**src/rtl/hlt_pkg.sv**
```systemverilog
package hlt_pkg;
    localparam int CNT_W = 8;

    typedef enum logic [0:0] {
        ST_SEEK  = 1'b0,
        ST_TRACK = 1'b1
    } hlt_state_t;
endpackage

```
**src/rtl/hlt_sat_ctr.sv**
```systemverilog
module hlt_sat_ctr #(
    parameter int W = 8
) (
    input  logic         clk,
    input  logic         rst_n,
    input  logic         clr,
    input  logic         inc,
    output logic [W-1:0] cnt
);
    localparam logic [W-1:0] TOP = {W{1'b1}};

    always_ff @(posedge clk) begin
        if (!rst_n || clr) begin
            cnt <= '0;
        end else if (inc && cnt != TOP) begin
            cnt <= cnt + 1'b1;
        end
    end
endmodule

```
**src/rtl/hlt_reach.sv**
```systemverilog
module hlt_reach #(
    parameter int W = 8
) (
    input  logic [W-1:0] cnt,
    input  logic [W-1:0] thr,
    output logic         hit
);
    localparam logic [W-1:0] ONE = W'(1);

    logic [W-1:0] eff;
    logic [W:0]   nxt;

    always_comb begin
        eff = (thr == '0) ? ONE : thr;
        nxt = {1'b0, cnt} + (W+1)'(1);
        hit = (nxt >= {1'b0, eff});
    end
endmodule

```
**src/rtl/hsync_lock_tracker.sv**
```systemverilog
module hsync_lock_tracker
    import hlt_pkg::*;
(
    input  logic             clk,
    input  logic             rst_n,
    input  logic             line_stb,
    input  logic             line_ok,
    input  logic [CNT_W-1:0] lock_thr,
    input  logic [CNT_W-1:0] unlock_thr,
    output logic             filter_active,
    output logic             lock_pulse,
    output logic             unlock_pulse
);
    hlt_state_t state, state_nxt;

    logic good_ev, bad_ev;
    logic good_hit, bad_hit;
    logic good_clr, bad_clr;
    logic [CNT_W-1:0] good_cnt, bad_cnt;

    assign good_ev = line_stb && line_ok;
    assign bad_ev  = line_stb && !line_ok;

    hlt_sat_ctr #(.W(CNT_W)) u_good_ctr (
        .clk(clk), .rst_n(rst_n), .clr(good_clr), .inc(good_ev), .cnt(good_cnt)
    );

    hlt_sat_ctr #(.W(CNT_W)) u_bad_ctr (
        .clk(clk), .rst_n(rst_n), .clr(bad_clr), .inc(bad_ev), .cnt(bad_cnt)
    );

    hlt_reach #(.W(CNT_W)) u_good_reach (
        .cnt(good_cnt), .thr(lock_thr), .hit(good_hit)
    );

    hlt_reach #(.W(CNT_W)) u_bad_reach (
        .cnt(bad_cnt), .thr(unlock_thr), .hit(bad_hit)
    );

    // next state and counter control
    always_comb begin
        state_nxt = state;
        good_clr  = 1'b0;
        bad_clr   = 1'b0;
        unique case (state)
            ST_SEEK: begin
                bad_clr = 1'b1;
                if (bad_ev) begin
                    good_clr = 1'b1;
                end else if (good_ev && good_hit) begin
                    good_clr  = 1'b1;
                    state_nxt = ST_TRACK;
                end
            end
            ST_TRACK: begin
                if (bad_ev) begin
                    good_clr = 1'b1;
                    if (bad_hit) begin
                        bad_clr   = 1'b1;
                        state_nxt = ST_SEEK;
                    end
                end else if (good_ev && good_hit) begin
                    good_clr = 1'b1;
                    bad_clr  = 1'b1;
                end
            end
            default: state_nxt = ST_SEEK;
        endcase
    end

    // state register
    always_ff @(posedge clk) begin
        if (!rst_n) begin
            state <= ST_SEEK;
        end else begin
            state <= state_nxt;
        end
    end

    // registered outputs
    always_ff @(posedge clk) begin
        if (!rst_n) begin
            filter_active <= 1'b0;
            lock_pulse    <= 1'b0;
            unlock_pulse  <= 1'b0;
        end else begin
            filter_active <= (state_nxt == ST_TRACK);
            lock_pulse    <= (state == ST_SEEK)  && (state_nxt == ST_TRACK);
            unlock_pulse  <= (state == ST_TRACK) && (state_nxt == ST_SEEK);
        end
    end
endmodule

```
**config.mk**
```make
export PLATFORM = sky130hd
export DESIGN_NAME = hsync_lock_tracker
export DESIGN_NICKNAME = d
export VERILOG_FILES = /design/src/rtl/hlt_pkg.sv /design/src/rtl/hlt_sat_ctr.sv /design/src/rtl/hlt_reach.sv /design/src/rtl/hsync_lock_tracker.sv
export SDC_FILE = /design/constraint.sdc
export NUM_CORES = 1
export LEC_CHECK = 0
export ABC_AREA = 0
export BUFFER_PORTS_ARGS = -buffer_cell sky130_fd_sc_hd__buf_2
export CORE_MARGIN = 1.5
export CORE_UTILIZATION = 45
export DETAILED_ROUTE_END_ITERATION = 10
export HOLD_SLACK_MARGIN = 0.08
export PLACE_DENSITY = 0.66
export REMOVE_ABC_BUFFERS = 1
export SLEW_MARGIN = 0
export SYNTH_ARGS = -nofsm -noshare
export SYNTH_HDL_FRONTEND = slang
export SYNTH_SLANG_ARGS = --single-unit
export TNS_END_PERCENT = 1
```
**constraint.sdc**
```tcl
create_clock -name clk -period 6.93 [get_ports clk]
set_input_delay 0.693 -clock clk [delete_from_list [all_inputs] [get_ports clk]]
set_output_delay 0.693 -clock clk [all_outputs]
set_load 0.1 [all_outputs]
```
After elaboration in Yosys (flattened, before gate mapping)
Cells that the tools add are included.
{"block": "totals", "regBits": 19}
{"block": "op_classes", "n_bitwise": 2, "n_addsub": 4, "n_reduce_logical": 13, "order_cmp": 2, "n_eq_ne": 2, "mux": 11}
{"cell": "$add 8x1->9 const B", "count": 2}
{"cell": "$ge 9x8->1", "count": 2}
{"cell": "$add 8x1->8 const B", "count": 2}
{"cell": "$logic_not 8->1", "count": 2}
{"cell": "$mux 8", "count": 2}
{"cell": "$ne 8x8->1 const B", "count": 2}
{"cell": "$logic_and 1x1->1", "count": 7}
{"cell": "$mux 1", "count": 7}
{"cell": "$pmux 1 s2", "count": 2}
{"cell": "$logic_not 1->1", "count": 2}
{"cell": "$logic_or 1x1->1", "count": 2}
{"cell": "$not 1->1", "count": 2}

Longest topological paths before layout
Gate-level depths: netlist of run 1.
{"block": "depth", "depth_word": 9, "depth_mapped": 10, "depth_no_buf": 10}

By module
Synthesis of run 1 repeated with hierarchy kept, for this count alone.
{"block": "hier_totals", "hier_cells": 197, "area_unflattened_um2": 1650.3}
{"module": "hlt_sat_ctr", "instances": 2, "cells_each": 46, "area_each_um2": 421.7}
{"module": "hlt_reach (u_good_reach)", "instances": 1, "cells_each": 45, "area_each_um2": 335.3}
{"module": "hlt_reach (u_bad_reach)", "instances": 1, "cells_each": 42, "area_each_um2": 321.6}
{"module": "hsync_lock_tracker", "instances": 1, "cells_each": 18, "area_each_um2": 150.1}

Worst setup path before layout of run 1
No wires, ideal clock.
{"block": "synth_path", "path_type": "in2reg", "start": "input port lock_thr[5]", "end": "register u_good_ctr.cnt[4]", "path_stages": 8, "setup_time_ns": 0.073, "setup_slack_ns": 4.615, "t_required_ns": 6.857, "arrival_ns": 2.242, "cell_sequence": "nor4_1 -> a41o_1 -> ha_1 -> nor2b_1 -> o21ai_0 -> a221oi_4 -> a31oi_4 -> nor3_2"}
{"block": "synth_via", "elab_chain_len": 7}
{"element": "start: declaration", "line_no": "hsync_lock_tracker.sv:8", "source": "input logic [CNT_W-1:0] lock_thr,"}
{"element": "$logic_not 8->1", "line_no": "hlt_reach.sv:14", "source": "eff = (thr == '0) ? ONE : thr;"}
{"element": "$mux 8 (*)", "line_no": "hlt_reach.sv:14"}
{"element": "$ge 9x8->1 (*)", "line_no": "hlt_reach.sv:16", "source": "hit = (nxt >= {1'b0, eff});"}
{"element": "$logic_and 1x1->1 (*)", "line_no": "hsync_lock_tracker.sv:50, hsync_lock_tracker.sv:62"}
{"element": "$mux 1 (*)", "line_no": "hsync_lock_tracker.sv:50, hsync_lock_tracker.sv:62"}
{"element": "$mux 1 (*)", "line_no": "hsync_lock_tracker.sv:48, hsync_lock_tracker.sv:56"}
{"element": "$logic_or 1x1->1 (*)", "line_no": "hlt_sat_ctr.sv:13", "source": "if (!rst_n || clr) begin"}
{"element": "end signal: assignment", "line_no": "hlt_sat_ctr.sv:16", "source": "cnt <= cnt + 1'b1;"}
{"element": "end: declaration", "line_no": "hlt_sat_ctr.sv:8", "source": "output logic [W-1:0] cnt"}
Mark *: on every way between the ends. The rest lies on a longest branch, timed or not.
A chain may end at the register's enable or synchronous reset.

Worst setup path after layout of run 1
{"block": "layout_path", "start": "register u_good_ctr.cnt[0]", "end": "register u_bad_ctr.cnt[4]"}
{"block": "layout_via", "elab_chain_len": 7}
{"element": "$add 8x1->9", "line_no": "hlt_reach.sv:15", "source": "nxt = {1'b0, cnt} + (W+1)'(1);"}
{"element": "named net u_good_reach.nxt[6]", "line_no": "hlt_reach.sv:11", "source": "logic [W:0] nxt;"}
{"element": "$ge 9x8->1", "line_no": "hlt_reach.sv:16"}
{"element": "$logic_and 1x1->1", "line_no": "hsync_lock_tracker.sv:62", "source": "end else if (good_ev && good_hit) begin"}
{"element": "$mux 1", "line_no": "hsync_lock_tracker.sv:62"}
{"element": "$mux 1", "line_no": "hsync_lock_tracker.sv:56", "source": "if (bad_ev) begin"}
{"element": "$pmux 1 s2", "line_no": "hsync_lock_tracker.sv:45", "source": "unique case (state)"}
{"element": "$logic_or 1x1->1", "line_no": "hlt_sat_ctr.sv:13"}
{"element": "end signal: assignment", "line_no": "hlt_sat_ctr.sv:16"}
{"element": "end: declaration", "line_no": "hlt_sat_ctr.sv:8"}
The timed path passes the listed nets, and every way through them passes these cells.

==> results.cfg, run 1 <==
[power_and_ir_drop]
internal_power_mw = 0.143
seqPwrFrac = 0.580
p_comb_frac = 0.135
swShare = 0.249
leakage_nw = 0.772
p_switching_mw = 0.0475
clock_power_share = 0.285
p_per_area_nw_per_um2 = 119
power_mw = 0.191
ir_drop_v = 0.000123

[min_path]
hold_class = reg -> reg

[final_layout]
area_growth_pct = 13.5
fin_area_sq_um = 1610
num-fill-cells = 305
diodes = 0
nets = 235
seqCellArea_sq_um = 380
drive_gt1_frac = 0.153
multiInputGateArea_sq_um = 972
fin_cells = 240

[sta]
hold_viol = 0
setup_tns_ns = 0
setup_viol = 0
drv_slew = 0
finalCriticalPeriod_ns = 2.69
fmax_ghz = 0.372
slew_headroom = 0.608
rsz0062_at_grt = false
skew_ns = 0.00556
fin_crit_sh = 0.388
tightest_slew_ns = 0.588

[routing]
drt-total-wl_um = 2690
met1_length_um = 1340
wl_per_cell_um = 11.2
ant_nets = 0
dr_wl_met2_um = 1230
drt_iter0_markers = 56
via_per_inst = 5.03
drtPass1Iterations = 4
vias = 1208
top_layer_used = met4
met3_length_um = 100
drcViolationCount = 0

[cts]
cts-resized-gates = 0
clk_latency_ns = 0.29
cts_tree = yes
clkSinkCount = 19
cts-root-buf = clkbuf_4
clk_pin_slew_ns = 0.10
cts_buffers = 3
htree_levels = 1
cts_setup_buffers = 0
cts_max_path_buffers = 2
cts_hold_buf = 0

[synth]
synth.most_common_cell = nor2_1
synth-edff-count = 0
ys.flop_type = dfxtp_1
synth_top_area_share = 0.268
synthCells = 170
synthTopCellsByCount = nor2_1 (22), dfxtp_1 (19), ha_1 (18), inv_1 (18), xor2_1 (14)
yosysWarnings = 0
synth_top_area_cell = dfxtp_1
synth_seq_cells = 19
netlist_area_sq_um = 1420
synth_cell_types = 34
synthTopCellsByArea = dfxtp_1 (27%), ha_1 (16%), xor2_1 (8.6%), nor2_1 (5.8%), xnor2_1 (4.9%)
async_flop_share = 0
avgSynthCellArea_sq_um = 8.35
yosysSeqAreaShare = 0.268

[placement]
dpl.hpwl_um = 2260
placed_area_sq_um = 1590
io_buffers = 22
gp_congestion = 0.827
placed_cells = 236

[floorplan]
start_util = 0.469
fp.dieH_um = 59.2
rows = 20
core_sq_um = 3030
die_area_sq_um = 3500
num_io_pins = 23
die_w_um = 59.2

[global_route]
grt_pass1_vias = 1172
grtUsageTotal = 0.183
grt.overflow.total = 0
grt_start_max_net_pins = 11
antenna_found_initial = 0
grt_first_pass_wirelength_um = 5010

[setup_path]
critPathLaunchType = flip-flop
cp_max_fo = 8
critPathCaptureType = flip-flop
path_class = reg -> reg
cp.required_ns = 7.16
worstPathArrival_ns = 2.92

[run]
maxCapViolations = 0

[status]
status = finished, final reports clean
## registers in the layout, indices dropped and copies added (netlist names)
signal	count
filter_active	1
u_bad_ctr.cnt	8
lock_pulse	1
u_good_ctr.cnt	8
unlock_pulse	1
## cells by family after synthesis
kind of cell / count (synthesis) / share of synthesized area
and+or+nand+nor: 64 / 0.226
AOI/OAI and AO/OA: 27 / 0.151
xor gates and xnor gates: 22 / 0.136
DFF: 19 / 0.268
buffers and inverters: 18 / 0.0476
adders and majority gates: 18 / 0.159
muxes: 2 / 0.0141
## layer usage
metal / vias up / track usage
met5: - / 0
met4: 0 / 0.0195
met3: 2 / 0.0502
met2: 18 / 0.303
met1: 537 / 0.246
li1: 651 / -
## cell usage in the layout, fill, tap and decap left out
master and instances:
dfxtp_1 19, a31oi_1 3, nand3b_1 1, nor3b_1 1
buf_2 22, o211ai_1 2, and2_1 1, o21ai_1 1
nand2b_1 1, nor2_1 22, inv_1 18, and3_1 6
nand3_1 7, a31oi_4 1, nand4_1 2, o21ai_0 5
xnor2_1 8, clkbuf_1 1, nor4b_1 1, ha_1 18
a211oi_1 1, a22oi_1 1, nor2b_1 4, nor3_1 2
nor4_1 3, a41o_1 2, xor2_1 14, a21oi_1 7
and4_4 1, a21o_1 1, nor3_2 1, nand2_1 11
a221oi_4 1, o221ai_2 1, mux2i_1 2, clkbuf_4 3
o311a_1 1
## worst max-delay path, stage by stage (launching register included)
cell and delay, ns:
dfxtp_1 0.42, ha_1 0.26, nand3_1 0.15, nor2_1 0.17
xor2_1 0.19, ha_1 0.28, a21oi_1 0.16, o21ai_0 0.16
a221oi_4 0.43, o221ai_2 0.25, nor2_1 0.16
## area by class of cell
class / count / share of cell area
well taps: 44 / 0.0342
multi-input cells: 133 / 0.603
inverters: 18 / 0.0419
clock buffers: 4 / 0.0163
flip-flops and latches: 19 / 0.236
repair buffers: 22 / 0.0683
## power groups by stage
stage	clock network [mW]	registers, mW	logic, mW
after floorplan	0	0.113	0.0155
after global placement	0	0.113	0.0249
after detailed placement	0	0.113	0.0259
after CTS	0.0563	0.111	0.0260
after global routing	0.0608	0.111	0.0299
final	0.0545	0.111	0.0258
## stage by stage
step | util | hold slack, ns | setup slack (ns)
2_1_floorplan | - | 0.479 | 4.61
3_3_place_gp | 0.524 | 0.470 | 4.23
3_5_place_dp | 0.524 | 0.483 | 4.14
4_1_cts | 0.532 | 0.499 | 4.18
5_1_grt | 0.532 | 0.546 | 3.89
6_report | 0.532 | 0.500 | 4.24
## path summary, 6_finish.rpt
check	start	endpoint	slack (ns)	cells past startpoint
worst min-delay path	filter_active	lock_pulse	0.50	1
worst min register to register	filter_active	lock_pulse	0.50	1
worst max register to register	u_good_ctr.cnt[0]	u_bad_ctr.cnt[4]	4.24	10
worst max-delay path	u_good_ctr.cnt[0]	u_bad_ctr.cnt[4]	4.24	10
No activity file was read; power rests on OpenSTA's default activity.
==> inputs of run 2 (changes only) <==
==> constraint.sdc (replaced) <==
create_clock -name clk -period 2.72 [get_ports clk]
set_input_delay 0.272 -clock clk [delete_from_list [all_inputs] [get_ports clk]]
set_output_delay 0.272 -clock clk [all_outputs]
set_load 0.1 [all_outputs]
==> run 2 against run 1 <==
Net effect: final cell count increased by 2.1%; critical path type unchanged; largest cell class unchanged; maximum frequency up 6.3%; combinational power rose to 2.7 times the previous value.
==> results.cfg, run 2 (synthesis results as in run 1) <==
[global_route]
antenna_found_initial = 0
grtUsageTotal = 0.178
grt.overflow.total = 0
grt_pass1_vias = 1167
grt_start_max_net_pins = 12
grt_first_pass_wirelength_um = 4820

[routing]
wl_per_cell_um = 11.6
via_per_inst = 5.07
drtPass1Iterations = 4
vias = 1242
drt_iter0_markers = 40
drcViolationCount = 0
drt-total-wl_um = 2850
ant_nets = 0

[final_layout]
final_util = 0.555
nets = 240
fin_cells = 245
diodes = 0
final_common_cell = buf_2
area_growth_pct = 18.2
largestRegisters = u_bad_ctr.cnt x8, u_good_ctr.cnt x8
mostFrequentLayoutCells = buf_2 (22), nor2_1 (21), inv_1 (18), dfxtp_1 (18), ha_1 (17)
num-fill-cells = 308
drive_gt1_frac = 0.209
fin_area_sq_um = 1680

[floorplan]
core_sq_um = 3030
die_area_sq_um = 3500
start_util = 0.469
die_w_um = 59.2
fp.dieH_um = 59.2
num_io_pins = 23
rows = 20

[sta]
final.setup.worst_slack_ns = 0.194
hold_viol = 0
finalCriticalPeriod_ns = 2.53
fin_crit_sh = 0.929
fmax_ghz = 0.396
setup_viol = 0
setup_tns_ns = 0
skew_ns = 0.00972
drv_slew = 0
slew_headroom = 0.613
tightest_slew_ns = 0.581
holdWs_ns = 0.237
rsz0062_at_grt = false

[setup_path]
path_buf_inv = 1
cp_max_fo = 4
path_cells = and3_1 > and3_1 > and3_1 > xor2_1 > ha_1 > nand2_1 > nor2_1 > a221oi_4 > buf_4 > o21ai_0 > o311a_1
slowest_stage = a221oi_4
cpMostUsedCell = and3_1
worstPathArrival_ns = 2.74
critPathLaunchType = flip-flop
path_class = reg -> reg
crit_family = simple AND/OR/NAND/NOR gates
cp.required_ns = 2.93
critPathCaptureType = flip-flop
slowest_delay_ns = 0.39

[status]
status = finished, final reports clean

[min_path]
hold_class = in -> reg

[cts]
cts_buffers = 3
htree_levels = 1
cts_max_path_buffers = 2
clk_latency_ns = 0.31
cts_tree = yes
clkSinkCount = 19
cts-root-buf = clkbuf_4
clk_pin_slew_ns = 0.11

[run]
maxCapViolations = 0

[power_and_ir_drop]
p_per_area_nw_per_um2 = 294
ir_drop_v = 0.000220
leakage_nw = 0.797
power_mw = 0.494

[placement]
dpl.hpwl_um = 2370
placed_cells = 239
placed_area_sq_um = 1610
place_ws_ns = -0.0129
gp_congestion = 0.796
io_buffers = 22
run 2: repair_timing:
item | in CTS | in global routing
endpoints found under the setup margin | 8 | 17
gates resized for setup | 1 | 7
pin swaps | 0 | 2
hold buffers | 0 | 0
buffers inserted | 0 | 2
run 2: per-layer routing:
| layer | part of all wire | global-route usage | up-vias |
|---|---|---|---|
| li1 | - | - | 657 |
| met1 | 0.50 | 0.231 | 567 |
| met2 | 0.46 | 0.298 | 13 |
| met3 | 0.025 | 0.0393 | 5 |
| met4 | 0.0095 | 0.0487 | 0 |
| met5 | 0 | 0 | - |
run 2: worst reg2reg max path: cells and delay by family (launching register included):
kind	cells	cell delay (ns)
simple gates	5	0.83
flops	1	0.38
xor+xnor	1	0.16
compound gates	3	0.60
fa+ha+maj	1	0.29
buf+inv	1	0.18
run 2: layout make-up:
cell class | instances | area (sq um) | area share
Multi-Input combinational cell | 133 | 1000 | 0.595
Sequential cell | 19 | 382 | 0.227
Timing Repair Buffer | 27 | 148 | 0.0879
Inverter | 18 | 67.6 | 0.0402
Tap cell | 44 | 55.1 | 0.0328
Clock buffer | 3 | 22.5 | 0.0134
Clock inverter | 1 | 5.00 | 0.00298
run 2: path summary, 6_finish.rpt:
kind	from	to	slack [ns]	depth (start not counted)
worst max-delay path	u_good_ctr.cnt[0]	filter_active	0.19	11
worst min-delay path	rst_n	filter_active	0.24	2
worst max register to register	u_good_ctr.cnt[0]	filter_active	0.19	11
worst min register to register	filter_active	lock_pulse	0.47	1
run 2: where the power goes:
part           switching [mW]  leakage (nW)  internal (mW)
clock                  0.0879        0.0177         0.0550
combinational          0.0390         0.626         0.0296
sequential            0.00219         0.154          0.280
